[src/rtl/spim_pkg.sv]
// Shared constants for the block-length SPI master: register offsets,
// control-field positions and the serialiser state type.
package spim_pkg;
    localparam int REG_AW = 5;
    localparam logic [REG_AW-1:0] OFF_CTRL = 5'h00;
    localparam logic [REG_AW-1:0] OFF_DONE = 5'h04;
    localparam logic [REG_AW-1:0] OFF_BLEN = 5'h08;
    localparam logic [REG_AW-1:0] OFF_FIFO = 5'h0C;
    localparam logic [REG_AW-1:0] OFF_STAT = 5'h10;

    localparam int CTRL_GO_BIT  = 15;
    localparam int CTRL_DIR_BIT = 13;
    localparam int CTRL_CS_LSB  = 6;
    localparam int RATE_W       = 3;
    localparam int CS_W         = 2;

    typedef enum logic [1:0] {
        SD_IDLE,
        SD_FETCH,
        SD_LOW,
        SD_HIGH
    } sd_state_e;
endpackage

[src/rtl/spim_fifo.sv]
// Word FIFO between the register bus and the serialiser.
// Assumes DEPTH is a power of two of at least 2. A push when full and a pop
// when empty are dropped. Flush empties the FIFO and takes priority.
module spim_fifo #(
    parameter int W     = 32,
    parameter int DEPTH = 8,
    localparam int PW   = $clog2(DEPTH),
    localparam int CW   = $clog2(DEPTH + 1)
) (
    input  logic          clk,
    input  logic          rst_n,
    input  logic          flush_i,
    input  logic          push_i,
    input  logic [W-1:0]  wdata_i,
    input  logic          pop_i,
    output logic [W-1:0]  rdata_o,
    output logic [CW-1:0] count_o,
    output logic          full_o,
    output logic          empty_o
);
    logic [W-1:0]  mem_q [DEPTH];
    logic [PW-1:0] wr_ptr_q, rd_ptr_q;
    logic [CW-1:0] count_q;
    logic          do_push, do_pop;

    assign full_o  = (count_q == CW'(DEPTH));
    assign empty_o = (count_q == '0);
    assign do_push = push_i && !full_o;
    assign do_pop  = pop_i && !empty_o;
    assign rdata_o = mem_q[rd_ptr_q];
    assign count_o = count_q;

    // Storage write on an accepted push.
    always_ff @(posedge clk) begin
        if (do_push && !flush_i) mem_q[wr_ptr_q] <= wdata_i;
    end

    // Pointer and occupancy tracking.
    always_ff @(posedge clk) begin
        if (!rst_n || flush_i) begin
            wr_ptr_q <= '0;
            rd_ptr_q <= '0;
            count_q  <= '0;
        end else begin
            if (do_push) wr_ptr_q <= wr_ptr_q + PW'(1);
            if (do_pop)  rd_ptr_q <= rd_ptr_q + PW'(1);
            if (do_push && !do_pop)      count_q <= count_q + CW'(1);
            else if (do_pop && !do_push) count_q <= count_q - CW'(1);
        end
    end


    fifo_no_overflow_chk: assert property (@(posedge clk) disable iff (!rst_n)
        (full_o && push_i && !pop_i && !flush_i) |=> full_o);


    fifo_no_underflow_chk: assert property (@(posedge clk) disable iff (!rst_n)
        (empty_o && pop_i && !push_i) |=> empty_o);
endmodule

[src/rtl/spim_serdes.sv]
// Serialiser with a built-in clock divider. It moves len_i bytes in mode 0,
// MSB first. Transmit words come from the FIFO, least-significant byte first.
// Receive bytes are packed into words the same way and pushed to the FIFO.
// Assumes start_i is pulsed only while busy_o is low and len_i is nonzero.
module spim_serdes import spim_pkg::*; #(
    parameter int LEN_W = 16,
    localparam int DIV_W = (1 << RATE_W) + 1
) (
    input  logic              clk,
    input  logic              rst_n,
    input  logic              start_i,
    input  logic [LEN_W-1:0]  len_i,
    input  logic [RATE_W-1:0] rate_i,
    input  logic              dir_wr_i,
    input  logic              fifo_empty_i,
    input  logic              fifo_full_i,
    input  logic [31:0]       fifo_rdata_i,
    output logic              fifo_pop_o,
    output logic              fifo_push_o,
    output logic [31:0]       fifo_wdata_o,
    output logic              sclk_o,
    output logic              mosi_o,
    input  logic              miso_i,
    output logic              busy_o
);
    sd_state_e         st_q;
    logic [DIV_W-1:0]  cnt_q, half_m1_q;
    logic [LEN_W-1:0]  left_q;
    logic [2:0]        bidx_q;
    logic [1:0]        byix_q;
    logic              wr_q;
    logic [31:0]       word_q, rxw_q, rxw_next;
    logic [7:0]        tx_q, rx_q;
    logic              phase_end, last_byte, byte_done;
    logic [1:0]        pad;

    assign phase_end    = (cnt_q == half_m1_q);
    assign last_byte    = (left_q == LEN_W'(1));
    assign byte_done    = (st_q == SD_HIGH) && phase_end && (bidx_q == 3'd7);
    assign rxw_next     = {rx_q, rxw_q[31:8]};
    assign pad          = 2'd3 - byix_q;
    assign fifo_wdata_o = rxw_next >> {pad, 3'b000};
    assign fifo_pop_o   = (st_q == SD_FETCH) && wr_q && !fifo_empty_i;
    assign fifo_push_o  = byte_done && !wr_q && ((byix_q == 2'd3) || last_byte);
    assign sclk_o       = (st_q == SD_HIGH);
    assign mosi_o       = tx_q[7];
    assign busy_o       = (st_q != SD_IDLE);

    // Sequencer: word fetch, half-period timing, bit and byte stepping.
    always_ff @(posedge clk) begin
        if (!rst_n) begin
            st_q      <= SD_IDLE;
            cnt_q     <= '0;
            half_m1_q <= '0;
            left_q    <= '0;
            bidx_q    <= '0;
            byix_q    <= '0;
            wr_q      <= 1'b0;
            word_q    <= '0;
            rxw_q     <= '0;
            tx_q      <= '0;
            rx_q      <= '0;
        end else begin
            unique case (st_q)
                SD_IDLE: begin
                    if (start_i) begin
                        left_q    <= len_i;
                        wr_q      <= dir_wr_i;
                        half_m1_q <= (DIV_W'(1) << ({1'b0, rate_i} + (RATE_W+1)'(1))) - DIV_W'(1);
                        byix_q    <= '0;
                        st_q      <= SD_FETCH;
                    end
                end
                SD_FETCH: begin
                    if (wr_q && !fifo_empty_i) begin
                        word_q <= fifo_rdata_i >> 8;
                        tx_q   <= fifo_rdata_i[7:0];
                        cnt_q  <= '0;
                        bidx_q <= '0;
                        st_q   <= SD_LOW;
                    end else if (!wr_q && !fifo_full_i) begin
                        tx_q   <= 8'hFF;
                        rxw_q  <= '0;
                        cnt_q  <= '0;
                        bidx_q <= '0;
                        st_q   <= SD_LOW;
                    end
                end
                SD_LOW: begin
                    if (phase_end) begin
                        rx_q  <= {rx_q[6:0], miso_i};
                        cnt_q <= '0;
                        st_q  <= SD_HIGH;
                    end else begin
                        cnt_q <= cnt_q + DIV_W'(1);
                    end
                end
                SD_HIGH: begin
                    if (!phase_end) begin
                        cnt_q <= cnt_q + DIV_W'(1);
                    end else begin
                        cnt_q <= '0;
                        if (bidx_q != 3'd7) begin
                            bidx_q <= bidx_q + 3'd1;
                            tx_q   <= {tx_q[6:0], 1'b0};
                            st_q   <= SD_LOW;
                        end else begin
                            left_q <= left_q - LEN_W'(1);
                            if (!wr_q) rxw_q <= rxw_next;
                            if (last_byte) begin
                                st_q <= SD_IDLE;
                            end else if (byix_q == 2'd3) begin
                                byix_q <= '0;
                                st_q   <= SD_FETCH;
                            end else begin
                                byix_q <= byix_q + 2'd1;
                                bidx_q <= '0;
                                tx_q   <= wr_q ? word_q[7:0] : 8'hFF;
                                word_q <= word_q >> 8;
                                st_q   <= SD_LOW;
                            end
                        end
                    end
                end
                default: st_q <= SD_IDLE;
            endcase
        end
    end


    write_stall_chk: assert property (@(posedge clk) disable iff (!rst_n)
        (st_q == SD_FETCH && wr_q && fifo_empty_i) |=> !sclk_o);


    read_mosi_chk: assert property (@(posedge clk) disable iff (!rst_n)
        ((st_q == SD_LOW || st_q == SD_HIGH) && !wr_q) |-> mosi_o);
endmodule

[src/rtl/spi_blk_master.sv]
// Register-mapped SPI master. Holds the control, length, done, FIFO and
// status registers, routes the word FIFO between the bus and the
// serialiser, and keeps the chip-select line low until a done write.
// Assumes single-cycle register accesses and a power-of-two FIFO_WORDS.
module spi_blk_master import spim_pkg::*; #(
    parameter int LEN_W      = 16,
    parameter int FIFO_WORDS = 8,
    parameter int NUM_CS     = 3,
    localparam int CNT_W     = $clog2(FIFO_WORDS + 1)
) (
    input  logic              clk,
    input  logic              rst_n,
    input  logic              reg_wr_en,
    input  logic              reg_rd_en,
    input  logic [REG_AW-1:0] reg_addr,
    input  logic [31:0]       reg_wdata,
    output logic [31:0]       reg_rdata,
    output logic              spi_sclk,
    output logic              spi_mosi,
    input  logic              spi_miso,
    output logic [NUM_CS-1:0] spi_cs_n
);
    logic [RATE_W-1:0] rate_q;
    logic [CS_W-1:0]   csf_q, cs_sel_q;
    logic              dir_q, cs_act_q;
    logic [LEN_W-1:0]  blen_q, rd_left_q;
    logic [31:0]       last_rd_q;

    logic wr_ctrl, wr_done, wr_blen, wr_fifo, rd_fifo, start_acc;
    logic sd_busy, sd_pop, sd_push;
    logic [31:0] sd_wdata, fifo_rdata;
    logic [CNT_W-1:0] fifo_count, need_words;
    logic fifo_full, fifo_empty, fifo_push, fifo_pop, not_ready, bus_pop;
    logic [31:0] fifo_push_data;

    assign wr_ctrl   = reg_wr_en && (reg_addr == OFF_CTRL);
    assign wr_done   = reg_wr_en && (reg_addr == OFF_DONE);
    assign wr_blen   = reg_wr_en && (reg_addr == OFF_BLEN);
    assign wr_fifo   = reg_wr_en && (reg_addr == OFF_FIFO);
    assign rd_fifo   = reg_rd_en && (reg_addr == OFF_FIFO);
    assign start_acc = wr_ctrl && reg_wdata[CTRL_GO_BIT] && !sd_busy;

    assign fifo_push      = dir_q ? wr_fifo : sd_push;
    assign fifo_push_data = dir_q ? reg_wdata : sd_wdata;
    assign fifo_pop       = dir_q ? sd_pop : rd_fifo;
    assign bus_pop        = rd_fifo && !dir_q && !fifo_empty;

    assign need_words = (rd_left_q >= LEN_W'(FIFO_WORDS)) ? CNT_W'(FIFO_WORDS)
                                                          : CNT_W'(rd_left_q);
    assign not_ready  = dir_q ? (fifo_count != '0) : (fifo_count < need_words);

    spim_fifo #(.W(32), .DEPTH(FIFO_WORDS)) u_fifo (
        .clk     (clk),
        .rst_n   (rst_n),
        .flush_i (start_acc),
        .push_i  (fifo_push),
        .wdata_i (fifo_push_data),
        .pop_i   (fifo_pop),
        .rdata_o (fifo_rdata),
        .count_o (fifo_count),
        .full_o  (fifo_full),
        .empty_o (fifo_empty)
    );

    spim_serdes #(.LEN_W(LEN_W)) u_serdes (
        .clk          (clk),
        .rst_n        (rst_n),
        .start_i      (start_acc && (blen_q != '0)),
        .len_i        (blen_q),
        .rate_i       (reg_wdata[RATE_W-1:0]),
        .dir_wr_i     (reg_wdata[CTRL_DIR_BIT]),
        .fifo_empty_i (fifo_empty),
        .fifo_full_i  (fifo_full),
        .fifo_rdata_i (fifo_rdata),
        .fifo_pop_o   (sd_pop),
        .fifo_push_o  (sd_push),
        .fifo_wdata_o (sd_wdata),
        .sclk_o       (spi_sclk),
        .mosi_o       (spi_mosi),
        .miso_i       (spi_miso),
        .busy_o       (sd_busy)
    );

    // Control fields, length, chip-select state and receive bookkeeping.
    always_ff @(posedge clk) begin
        if (!rst_n) begin
            rate_q    <= '0;
            csf_q     <= '0;
            dir_q     <= 1'b0;
            blen_q    <= '0;
            cs_act_q  <= 1'b0;
            cs_sel_q  <= '0;
            rd_left_q <= '0;
            last_rd_q <= '0;
        end else begin
            if (wr_ctrl && !sd_busy) begin
                rate_q <= reg_wdata[RATE_W-1:0];
                csf_q  <= reg_wdata[CTRL_CS_LSB +: CS_W];
                dir_q  <= reg_wdata[CTRL_DIR_BIT];
            end
            if (wr_blen) blen_q <= reg_wdata[LEN_W-1:0];
            if (start_acc) begin
                cs_act_q  <= 1'b1;
                cs_sel_q  <= reg_wdata[CTRL_CS_LSB +: CS_W];
                rd_left_q <= LEN_W'(({1'b0, blen_q} + (LEN_W+1)'(3)) >> 2);
            end else if (bus_pop && rd_left_q != '0) begin
                rd_left_q <= rd_left_q - LEN_W'(1);
            end
            if (wr_done) cs_act_q <= 1'b0;
            if (bus_pop) last_rd_q <= fifo_rdata;
        end
    end

    // Active-low chip-select decode, one line per select number.
    for (genvar g = 0; g < NUM_CS; g++) begin : g_cs
        assign spi_cs_n[g] = !(cs_act_q && (cs_sel_q == CS_W'(g)));
    end

    // Register read mux.
    always_comb begin
        reg_rdata = '0;
        unique case (reg_addr)
            OFF_CTRL: begin
                reg_rdata[CTRL_GO_BIT]             = sd_busy;
                reg_rdata[CTRL_DIR_BIT]            = dir_q;
                reg_rdata[CTRL_CS_LSB +: CS_W]     = csf_q;
                reg_rdata[RATE_W-1:0]              = rate_q;
            end
            OFF_BLEN: reg_rdata = 32'(blen_q);
            OFF_FIFO: reg_rdata = fifo_empty ? last_rd_q : fifo_rdata;
            OFF_STAT: reg_rdata[0] = not_ready;
            default:  reg_rdata = '0;
        endcase
    end


    done_release_chk: assert property (@(posedge clk) disable iff (!rst_n)
        wr_done |=> (&spi_cs_n));


    cs_onehot_chk: assert property (@(posedge clk) disable iff (!rst_n)
        $onehot0(~spi_cs_n));


    sclk_cs_chk: assert property (@(posedge clk) disable iff (!rst_n)
        spi_sclk |-> !(&spi_cs_n));


    start_busy_chk: assert property (@(posedge clk) disable iff (!rst_n)
        (start_acc && blen_q != '0) |=> sd_busy);


    zero_len_chk: assert property (@(posedge clk) disable iff (!rst_n)
        (start_acc && blen_q == '0) |=> !sd_busy);


    busy_cfg_hold_chk: assert property (@(posedge clk) disable iff (!rst_n)
        (wr_ctrl && sd_busy) |=> ($stable(rate_q) && $stable(csf_q) && $stable(dir_q)));
endmodule

[config.mk]
export PLATFORM = sky130hd
export DESIGN_NAME = spi_blk_master
export DESIGN_NICKNAME = d
export VERILOG_FILES = /design/src/rtl/spim_pkg.sv /design/src/rtl/spim_fifo.sv /design/src/rtl/spim_serdes.sv /design/src/rtl/spi_blk_master.sv
export SDC_FILE = /design/constraint.sdc
export NUM_CORES = 1
export LEC_CHECK = 0
export ABC_AREA = 1
export BUFFER_PORTS_ARGS = -buffer_cell sky130_fd_sc_hd__buf_2
export CAP_MARGIN = 5
export CELL_PAD_IN_SITES_DETAIL_PLACEMENT = 1
export CELL_PAD_IN_SITES_GLOBAL_PLACEMENT = 2
export CORE_MARGIN = 5
export CORE_UTILIZATION = 35
export CTS_CLUSTER_DIAMETER = 80
export DETAILED_ROUTE_END_ITERATION = 8
export PLACE_DENSITY = 0.83
export SETUP_SLACK_MARGIN = 0.5
export SLEW_MARGIN = 30
export SYNTH_ARGS = -nofsm -noshare
export SYNTH_HDL_FRONTEND = slang
export SYNTH_SLANG_ARGS = --single-unit
[constraint.sdc]
create_clock -name clk -period 3.9 [get_ports clk]
set_input_delay 0.39 -clock clk [delete_from_list [all_inputs] [get_ports clk]]
set_output_delay 0.39 -clock clk [all_outputs]
set_load 0.01 [all_outputs]
## Word level (Yosys, flattened, before mapping)

Memory sizes are Yosys's and may differ from the RTL's. A register that Yosys moved wholly into a read port is not among the register bits.
Cells that the tools add are included.

| word-level totals | value |
|---|---|
| bits in registers | 205 |
| bits in writable memories | 256 |
| output and inout bits | 37 |
| logic and storage cells | 210 |
| memories | 1 |

Memories:

| memory | words | width | rd ports | clocked after Yosys merged registers in | wr ports | line | text |
|---|---|---|---|---|---|---|---|
| u_fifo.mem_q | 8 | 32 | 1 | 1 | 1 | spim_fifo.sv:21 | `logic [W-1:0] mem_q [DEPTH];` |

| operators by class | value |
|---|---|
| add/subtract/negate cells | 13 |
| order comparisons | 2 |
| equality and inequality tests | 28 |
| shifts and indexed selects | 2 |
| mux-type cells | 73 |
| bitwise operators | 1 |
| reduce and logical (&&, ||, !) cells | 67 |

Operators with widths:

| kind | count |
|---|---|
| $mux W32 | 12 |
| $pmux W32 S2 | 2 |
| $mux W16 | 4 |
| $mux W8 | 7 |
| $pmux W16 S2 | 1 |
| $reduce_bool A16 Y1 | 2 |
| $shr A32 B5 Y32 | 1 |
| $sub A16 B1 Y16 const B | 2 |
| $mux W15 | 2 |
| $logic_and A1 B1 Y1 | 28 |
| $mux W9 | 3 |
| $mux W2 | 13 |
| $mux W3 | 8 |
| $pmux W9 S2 | 1 |
| $add A16 B2 Y17 const B | 1 |
| $eq A16 B1 Y1 const B | 1 |
| $ge A16 B4 Y1 const B | 1 |
| $pmux W8 S2 | 1 |
| $ne A2 B2 Y1 const B | 7 |
| $logic_not A1 Y1 | 12 |
| $mux W4 | 3 |
| $ne A3 B3 Y1 const B | 4 |
| $pmux W2 S3 | 2 |
| $pmux W3 S2 | 2 |
| 38 further kinds | 66 |

## Depth between registers and ports, before layout

Gate-level depths: netlist of run 1.

| depth | value |
|---|---|
| word-level depth | 11 |
| depth in mapped cells | 20 |
| gate-level depth less buffers | 20 |

## Modules after synthesis

From an unflattened synthesis of run 1, not the netlist that was laid out.

| second synthesis, totals | value |
|---|---|
| cell total of the unflattened synthesis | 2667 |
| area total of the unflattened synthesis | 21764.6 um^2 |

By module, submodules not included:

| module | times used | cells each | area an instance (um^2) |
|---|---|---|---|
| spim_fifo | 1 | 952 | 10911.7 |
| spim_serdes | 1 | 947 | 6033.3 |
| spi_blk_master | 1 | 768 | 4819.6 |

## Worst setup path after synthesis of run 1

OpenSTA, ideal clock, no wires.

| timing path | value |
|---|---|
| path kind | reg2reg |
| start point | reg u_serdes.st_q[0] |
| end point | mem u_fifo.mem_q[6][0] (enable) |
| arrival time | 3.631 ns |
| path slack | -0.192 ns |
| stages on the path, launching flop included | 9 |
| buffers on the path | 1 |
| period minus slack after synthesis | 4.092 ns |
| cell sequence | dfxtp_1 -> ha_1 -> buf_2 -> nand2_1 -> inv_1 -> nand3_1 -> o21bai_2 -> nand4_1 -> nor3_1 |

| on the way | value |
|---|---|
| word-level cells in the longest chain between the ends | 10 |
| elaborated cells on any way between the ends | 14 |

RTL lines:

| element | line | text |
|---|---|---|
| start: declaration | spim_serdes.sv:26 | `sd_state_e st_q;` |
| start signal: assignment | spim_serdes.sv:52 | `st_q <= SD_IDLE;` |
| start signal: assignment | spim_serdes.sv:71 | `st_q <= SD_FETCH;` |
| start signal: assignment | spim_serdes.sv:80 | `st_q <= SD_LOW;` |
| $eq A2 B2 Y1 | - |  |
| net spi_sclk | spi_blk_master.sv:18 | `output logic spi_sclk,` |
| $logic_and A1 B1 Y1 (2 in a row) | spim_serdes.sv:39 | `assign byte_done = (st_q == SD_HIGH) && phase_end && (bidx_q == 3'd7);` |
| $logic_and A1 B1 Y1 (2 in a row) | spim_serdes.sv:44 | `assign fifo_push_o = byte_done && !wr_q && ((byix_q == 2'd3) \|\| last_byte);` |
| $mux W1 | spi_blk_master.sv:43 | `assign fifo_push = dir_q ? wr_fifo : sd_push;` |
| $logic_and A1 B1 Y1 | spim_fifo.sv:28 | `assign do_push = push_i && !full_o;` |
| $logic_and A1 B1 Y1 | spim_fifo.sv:35 | `if (do_push && !flush_i) mem_q[wr_ptr_q] <= wdata_i;` |
| $mux W1 | spim_fifo.sv:35 |  |
| $mux W1 (not written as such) | spim_fifo.sv:35 |  |
| end: declaration | spim_fifo.sv:21 |  |

The timed path passes the listed nets, and every way through them passes these cells.

==> impl_metrics.json, run 1 <==
{
  "wire_per_inst_um": 21.4,
  "pwr-share-clk_pct": 40.0,
  "slew_headroom_pct": 31.9,
  "cts_max_path_buffers": 3,
  "rsz0062_at_grt": "yes",
  "fin_crit_ns": 3.26,
  "synthFlopType": "edfxtp_1",
  "die_y_um": 253,
  "dieWidth_um": 253,
  "grt_util_met3_pct": 2.62,
  "clk_pin_slew_worst_paths_ns": 0.06,
  "drt_wl_total_um": 69200,
  "synthTopCellsByArea": "edfxtp_1, dfxtp_1, o21ai_0",
  "fin_util_pct": 40.0,
  "drive_above_1_share_pct": 11.1,
  "synth_async_sr_flop_share_pct": 0,
  "synth_top_family_by_area": "compound AO/OA/AOI/OAI gates",
  "firstDrtPassIters": 5,
  "fill_cells": 6905,
  "drtIter0Drc": 1259,
  "grt_overflow": 0,
  "hold_ws_ns": 0.113,
  "cts_max_level": 2,
  "dp_hpwl_um": 46600,
  "place_congestion": 0.882,
  "final_common_cell": "o21ai_0",
  "grt-busiest-layer": "met2",
  "worst_pin_slew_ns": 1.02,
  "io_pins": 79,
  "cts_tree": "yes",
  "grt_usage_pct": 21.1,
  "sw_frac_of_total_pct": 28.3,
  "power.density_nw_per_um2": 487,
  "grt.met1_usage_pct": 28.6,
  "synth_cells": 2368,
  "crit_type": "reg2out",
  "muxShareOfSynthArea_pct": 0.291,
  "grt_pass1_wl_um": 106000,
  "finalClockSkew_ns": 0.0213,
  "diodes": 0,
  "nets": 2482,
  "synth_largest_area_cell": "edfxtp_1",
  "p_sw_uw": 3250,
  "timing.fmax_mhz": 306,
  "path_cells": "inv_2 -> buf_4 -> o21ai_0 -> o21ai_1 -> nand2_1 -> nand2_1 -> nor2_1 -> o221ai_1 -> buf_2",
  "min_from": "reg_wr_en",
  "status": "finished clean",
  "internal-power_uw": 8210,
  "holdBufCountCts": 0,
  "avgSynthCellArea_um2": 8.72,
  "regToRegSetupSlack_ns": 0.74,
  "cp_common_cell": "nand2_1",
  "ys_ff_latch": 448,
  "ff2ff_path_depth": 19,
  "synth_simple_gate_area_share_pct": 17.6,
  "r2r-end": "u_fifo.count_o[3]$_SDFFE_PP0P_",
  "synth_top_area_share_pct": 37.2,
  "hold_path.class": "in2reg",
  "grtUsageMet2_pct": 35.4,
  "period_share_pct": 83.7,
  "p_total_uw": 11500,
  "slowest_stage": "buf_4",
  "clock_latency_ns": 0.62,
  "cts_buffers": 50,
  "cpPeakStageDelay_ns": 0.42,
  "area_growth_syn_to_layout_pct": 13.9,
  "synth_compound_area_share_pct": 17.7,
  "cts_root_buf": "clkbuf_16",
  "core_area_um2": 58800,
  "clkSinkCount": 448,
  "route.antenna.remaining_nets": 0,
  "grt_pass1_vias": 18075,
  "drv_slew": 0,
  "grt_max_degree": 92,
  "io_buffer_count": 78,
  "ir_drop_v": 0.000322,
  "start_util_pct": 35.1,
  "ys_seq_area_share_pct": 55.8,
  "path_buf_inv": 3,
  "leakage_uw": 0.00884,
  "worstHoldPathCells": 2,
  "cp_top_family": "buffers and inverters",
  "antenna_found_initial": 2,
  "hold_violations": 0,
  "pwr-share-seq_pct": 46.4,
  "min_to": "cs_act_q$_SDFFE_PP0P_",
  "synth_edf_count": 256,
  "drc": 0,
  "final_cell_mix": "o21ai_0, nor2_1, nand2_1",
  "synthesis.yosys.warnings": 0,
  "syn-cell-area_um2": 20700,
  "synth-xor-area-share_pct": 1.14,
  "finalSetupViolations": 0,
  "max_cap_violations": 0,
  "ys_types": 52,
  "dieArea_um2": 64000,
  "rows": 89,
  "crit_required_ns": 3.51,
  "arrival_ns": 2.87,
  "r2r-start": "u_serdes.left_q[10]$_SDFFE_PN0P_",
  "comb_power_share_pct": 13.6,
  "viasPerCell": 5.43,
  "startpoint_type": "register",
  "syn_nets": 2435,
  "end_kind": "output port",
  "via_count": 17519,
  "crit_fanout": 30,
  "synthAdderAreaFrac_pct": 1.55
}
-- cell usage after synthesis (2+ instances only) --
master and instances:
inv_1 154, buf_2 30, edfxtp_1 256, and3_1 2, nor2_1 354, clkinv_1 2, o21ai_1 26, nand2_2 8
buf_1 12, a21oi_1 191, o21a_1 2, ha_1 24, a31oi_1 17, o21ai_0 373, buf_6 3, o31ai_1 6
mux2i_1 6, nand4_1 25, o221ai_1 5, nand3b_1 2, xnor2_1 14, o211ai_1 15, xor2_1 13, nor3_1 25
nand2_1 343, clkbuf_1 83, and2_1 5, a21oi_2 3, a211oi_1 2, or2_2 2, nand3_1 82, dfxtp_1 192
nand2_4 7, buf_4 6, o22ai_1 38, a22o_1 4, a22oi_1 2, inv_2 13, nor2_2 7, nand3_2 2
-- worst max-delay path by stage --
stage	startpoint	to	cells after the start
detailed placement	u_serdes.bidx_q[0]$_SDFFE_PN0P_	u_fifo.count_o[3]$_SDFFE_PP0P_	18
global placement	u_serdes.bidx_q[0]$_SDFFE_PN0P_	u_fifo.count_o[3]$_SDFFE_PP0P_	18
CTS	register	reg_rdata[4]	8
floorplan	u_serdes.st_q[0]$_SDFFE_PN0P_	u_fifo.mem_q[6][0]$_DFFE_PP_	8
global route	rd_left_q[4]$_SDFFE_PN0P_	reg_rdata[0]	13
finish	register	reg_rdata[1]	9
-- area by class of cell --
type	instances	area, um^2	share of cell area, %
tap	773	967	4.11
inverter	170	648	2.75
multi-input combinational	1615	7980	33.9
clock inverter	18	181	0.771
sequential	448	11500	49.0
timing repair buffer	130	811	3.45
clock buffer	71	1400	5.97
-- timing repair --
action | CTS | global route
endpoints found under the setup margin | 21 | 12
resized for setup | 6 | 10
buffers inserted | 1 | 2
-- worst register-to-register path, delay by kind of cell, from the launching register on --
kind                     cells  cell delay, ns
AO/OA/AOI/OAI                5            0.73
adder cells (fa/ha/maj)      2            0.54
flip-flops                   1            0.35
buffers and inverters        2            0.25
AND/OR/NAND/NOR             10            1.18
-- stage by stage --
step / TNS, ns / setup WS [ns] / instances / cell area (um^2)
after floorplan: -24.58 / -0.192 / 2368 / 20700
after global placement: 0 / 0.722 / 3133 / 21900
after detailed placement: 0 / 0.704 / 3133 / 21900
after CTS: 0 / 0.532 / 3223 / 23500
after global routing: 0 / 0.397 / 3225 / 23500
final: 0 / 0.637 / 3225 / 23500
-- registers in the layout, summed over array words and instances (netlist names), 3 cells and up, named ones only --
signal              count
blen_q                 16
u_fifo.count_o          4
u_serdes.half_m1_q      9
u_fifo.wr_ptr_q         3
u_serdes.bidx_q         3
u_serdes.tx_q           8
u_serdes.rx_q           8
rate_q                  3
u_serdes.left_q        16
u_serdes.rxw_q         24
u_serdes.word_q        24
rd_left_q              16
u_fifo.rd_ptr_q         3
last_rd_q              32
u_serdes.cnt_q          9
u_fifo.mem_q          256
-- power by group through the flow --
stage / Combinational (uW) / Sequential (uW) / Clock (uW)
2_1_floorplan: 1100 / 5370 / 0
3_3_place_gp: 1500 / 5410 / 0
3_5_place_dp: 1550 / 5410 / 0
4_1_cts: 1560 / 5310 / 4670
5_1_grt: 1750 / 5330 / 4870
6_report: 1560 / 5310 / 4580
-- per-layer routing --
metal | share of wire, % | vias up
met5 | 0 | -
met2 | 47 | 423
met3 | 4.9 | 111
met4 | 3.3 | 0
met1 | 45 | 8769
li1 | - | 8216
-- logic make-up (layout without fill, tap and decap cells) --
logic type | after synthesis | in the layout
compound gates | 689 | 689
xor+xnor | 27 | 27
fa+ha+maj | 25 | 25
buf+inv | 305 | 389
flops | 448 | 448
mux | 6 | 6
simple gates | 868 | 868
(Power assumes the default switching activity.)
==> run 2, diff against run 1 <==
- clock period: 3.9 -> 2.8 ns (I/O delays scaled with it)
==> run 2 against run 1 <==
  * The run now ends with negative setup slack left
  * Combinational power is 63% higher
  * Clock skew is 0.030 ns higher
  * Non-clock buffer count is 234 higher
  * Worst setup slack worse by 0.84 ns
  * Worst hold slack worse by 0.079 ns
  * Power is 51% higher
  * Via count is 13% higher
  * First-iteration DRC count is 51% higher
  * Die area stayed put
  * Core utilization is 7.7 points higher
==> impl_metrics.json, run 2 (same netlist as run 1, synthesis figures left out) <==
{
  "status": "complete, but fails checks",
  "violations": "negative setup slack",
  "final_common_cell": "nand2_1",
  "power.density_nw_per_um2": 615,
  "pwr-share-seq_pct": 43.0,
  "dp_hpwl_um": 48000,
  "cts_tree": "yes",
  "clkSinkCount": 448,
  "regMostFlops": "u_fifo.mem_q",
  "internal-power_uw": 12300,
  "drv_slew": 0,
  "nets": 2718,
  "slew_headroom_pct": 40.9,
  "hold_path.class": "in2reg",
  "area_growth_syn_to_layout_pct": 35.8,
  "crit_required_ns": 2.52,
  "crit_end": "reg_rdata[10]",
  "p_sw_uw": 4990,
  "timing.fmax_mhz": 333,
  "leakage_uw": 0.0107,
  "drt_wl_total_um": 89800,
  "grt_pass1_wl_um": 126000,
  "place_congestion": 0.867,
  "dieArea_um2": 64000,
  "path_cells": "clkinv_8 -> buf_16 -> o21ai_0 -> o22ai_2 -> mux2i_1 -> buf_4 -> nand2_1 -> o211ai_1 -> o21ai_1 -> buf_2",
  "dieWidth_um": 253,
  "cts_buffers": 51,
  "fill_cells": 6622,
  "largestRegisters": "u_fifo.mem_q: 256 flops, last_rd_q: 32 flops",
  "cp_num_cells": 10,
  "start_util_pct": 35.1,
  "drc": 0,
  "crit_type": "reg2out",
  "fin_ws_ns": -0.207,
  "comb_power_share_pct": 14.7,
  "end_kind": "output port",
  "arrival_ns": 2.73,
  "cts_max_path_buffers": 3,
  "sw_frac_of_total_pct": 28.9,
  "cts_max_level": 2,
  "io_buffer_count": 78,
  "grt_overflow": 0,
  "die_y_um": 253,
  "drtIter0Drc": 1900,
  "grt_pass1_vias": 20165,
  "fin_crit_ns": 3.01,
  "cts_root_buf": "clkbuf_16",
  "route.antenna.remaining_nets": 0,
  "grt_usage_pct": 25.6,
  "hold_ws_ns": 0.0346,
  "path_buf_inv": 4,
  "cp_top_family": "buffers and inverters",
  "r2r-end": "last_rd_q[5]$_SDFFE_PN0P_",
  "crit_fanout": 13,
  "worst_pin_slew_ns": 0.877,
  "finalSetupViolations": 16,
  "io_pins": 79,
  "rows": 89,
  "period_share_pct": 107,
  "clk_pin_slew_worst_paths_ns": 0.07,
  "startpoint_type": "register",
  "grt_max_degree": 116,
  "clock_latency_ns": 0.64,
  "via_count": 19869,
  "final_cell_mix": "nand2_1, nor2_1, o21ai_0",
  "finalClockSkew_ns": 0.0512,
  "drive_above_1_share_pct": 25.9,
  "antenna_found_initial": 0,
  "fin_util_pct": 47.7,
  "regToRegSetupSlack_ns": 0.01,
  "core_area_um2": 58800,
  "min_from": "reg_wdata[15]",
  "largest_register_ffs": 256,
  "max_cap_violations": 0,
  "firstDrtPassIters": 5,
  "slowest_stage": "dfxtp_4",
  "rsz0062_at_grt": "yes",
  "wire_per_inst_um": 25.9,
  "ir_drop_v": 0.000467,
  "pwr-share-clk_pct": 42.3,
  "hold_violations": 0,
  "viasPerCell": 5.73,
  "ff2ff_path_depth": 19,
  "cpPeakStageDelay_ns": 0.44
}
[run 2: cell types whose count changed in the layout (fill, tap and decap cells not counted), sizes merged, moves of 2 or more]
cell         previous run  this run
clkinvlp                1         3
buf                   130       351
dlygate4sd3             0         2
clkinv                 18        21
bufinv                  1         8
clkbuf                 71        76
[run 2: worst min path at each step]
stage / slack (ns) / depth (start not counted) / endpoint
2_1_floorplan: 0.41 / 1 / cs_act_q$_SDFFE_PP0P_
3_5_place_dp: 0.46 / 2 / u_serdes.rxw_q[9]$_SDFFE_PN0P_
6_report: 0.03 / 3 / blen_q[15]$_SDFFE_PN0P_
5_1_grt: 0.07 / 3 / blen_q[15]$_SDFFE_PN0P_
3_3_place_gp: 0.45 / 2 / u_serdes.word_q[16]$_SDFFE_PN0P_
4_1_cts: 0.01 / 3 / cs_act_q$_SDFFE_PP0P_
[run 2: power by group through the flow]
stage	logic (uW)	registers, uW	clock network, uW
6_report	2540	7410	7310
5_1_grt	2770	7430	7650
4_1_cts	2320	7390	7250
3_5_place_dp	2280	7530	0
3_3_place_gp	2160	7510	0
2_1_floorplan	1540	7490	0
[run 2: through the flow]
step	TNS, ns	setup WS [ns]	instance area, um^2	power (uW)	instances
2_1_floorplan	0	0.0837	20800	9030	2368
3_3_place_gp	-0.0303	-0.0303	22500	9680	3180
3_5_place_dp	-0.0772	-0.0772	22500	9800	3180
4_1_cts	-0.00610	-0.00422	26900	17000	3422
5_1_grt	-2.92	-0.273	28000	17900	3467
6_report	-1.20	-0.207	28000	17300	3468
[run 2: timing repair]
action	4_1_cts	5_1_grt
setup buffers	115	31
hold buffers	2	0
endpoints found under the setup margin	430	502
pin swaps	72	52
resized for setup	296	182
endpoints found under the hold margin	2	0
cloned	29	14
[run 2: area by class of cell]
class	instances	area, um^2	area share [%]
repair inverters	1	8.76	0.0312
multi-input cells	1615	8860	31.6
flip-flops and latches	448	11600	41.2
clock inverters	30	409	1.46
clock buffers	66	1380	4.93
repair buffers	364	4150	14.8
well taps	773	967	3.45
inverters	170	693	2.47
diodes	1	2.50	0.00892
[run 2: routing by layer]
| metal | up-vias | wire length [um] | GRT usage, % |
|---|---|---|---|
| met4 | 0 | 4910 | 10.5 |
| met1 | 9979 | 35000 | 32.0 |
| met3 | 262 | 6290 | 4.16 |
| met2 | 890 | 43600 | 44.2 |
| li1 | 8738 | - | - |
| met5 | - | 0 | 0 |
[run 2: worst reg2reg max path, stage by stage (launching register included)]
cell and delay [ns]:
dfxtp_4 0.44, buf_12 0.21, buf_12 0.15, buf_16 0.13, nor2_4 0.05, nor2_2 0.08, o21ai_1 0.08, o21ai_1 0.13
nand2_1 0.12, buf_4 0.17, buf_6 0.10, buf_6 0.10, buf_6 0.11, buf_6 0.11, buf_6 0.11, buf_6 0.12
buf_6 0.11, buf_6 0.11, buf_6 0.11, a31oi_4 0.15
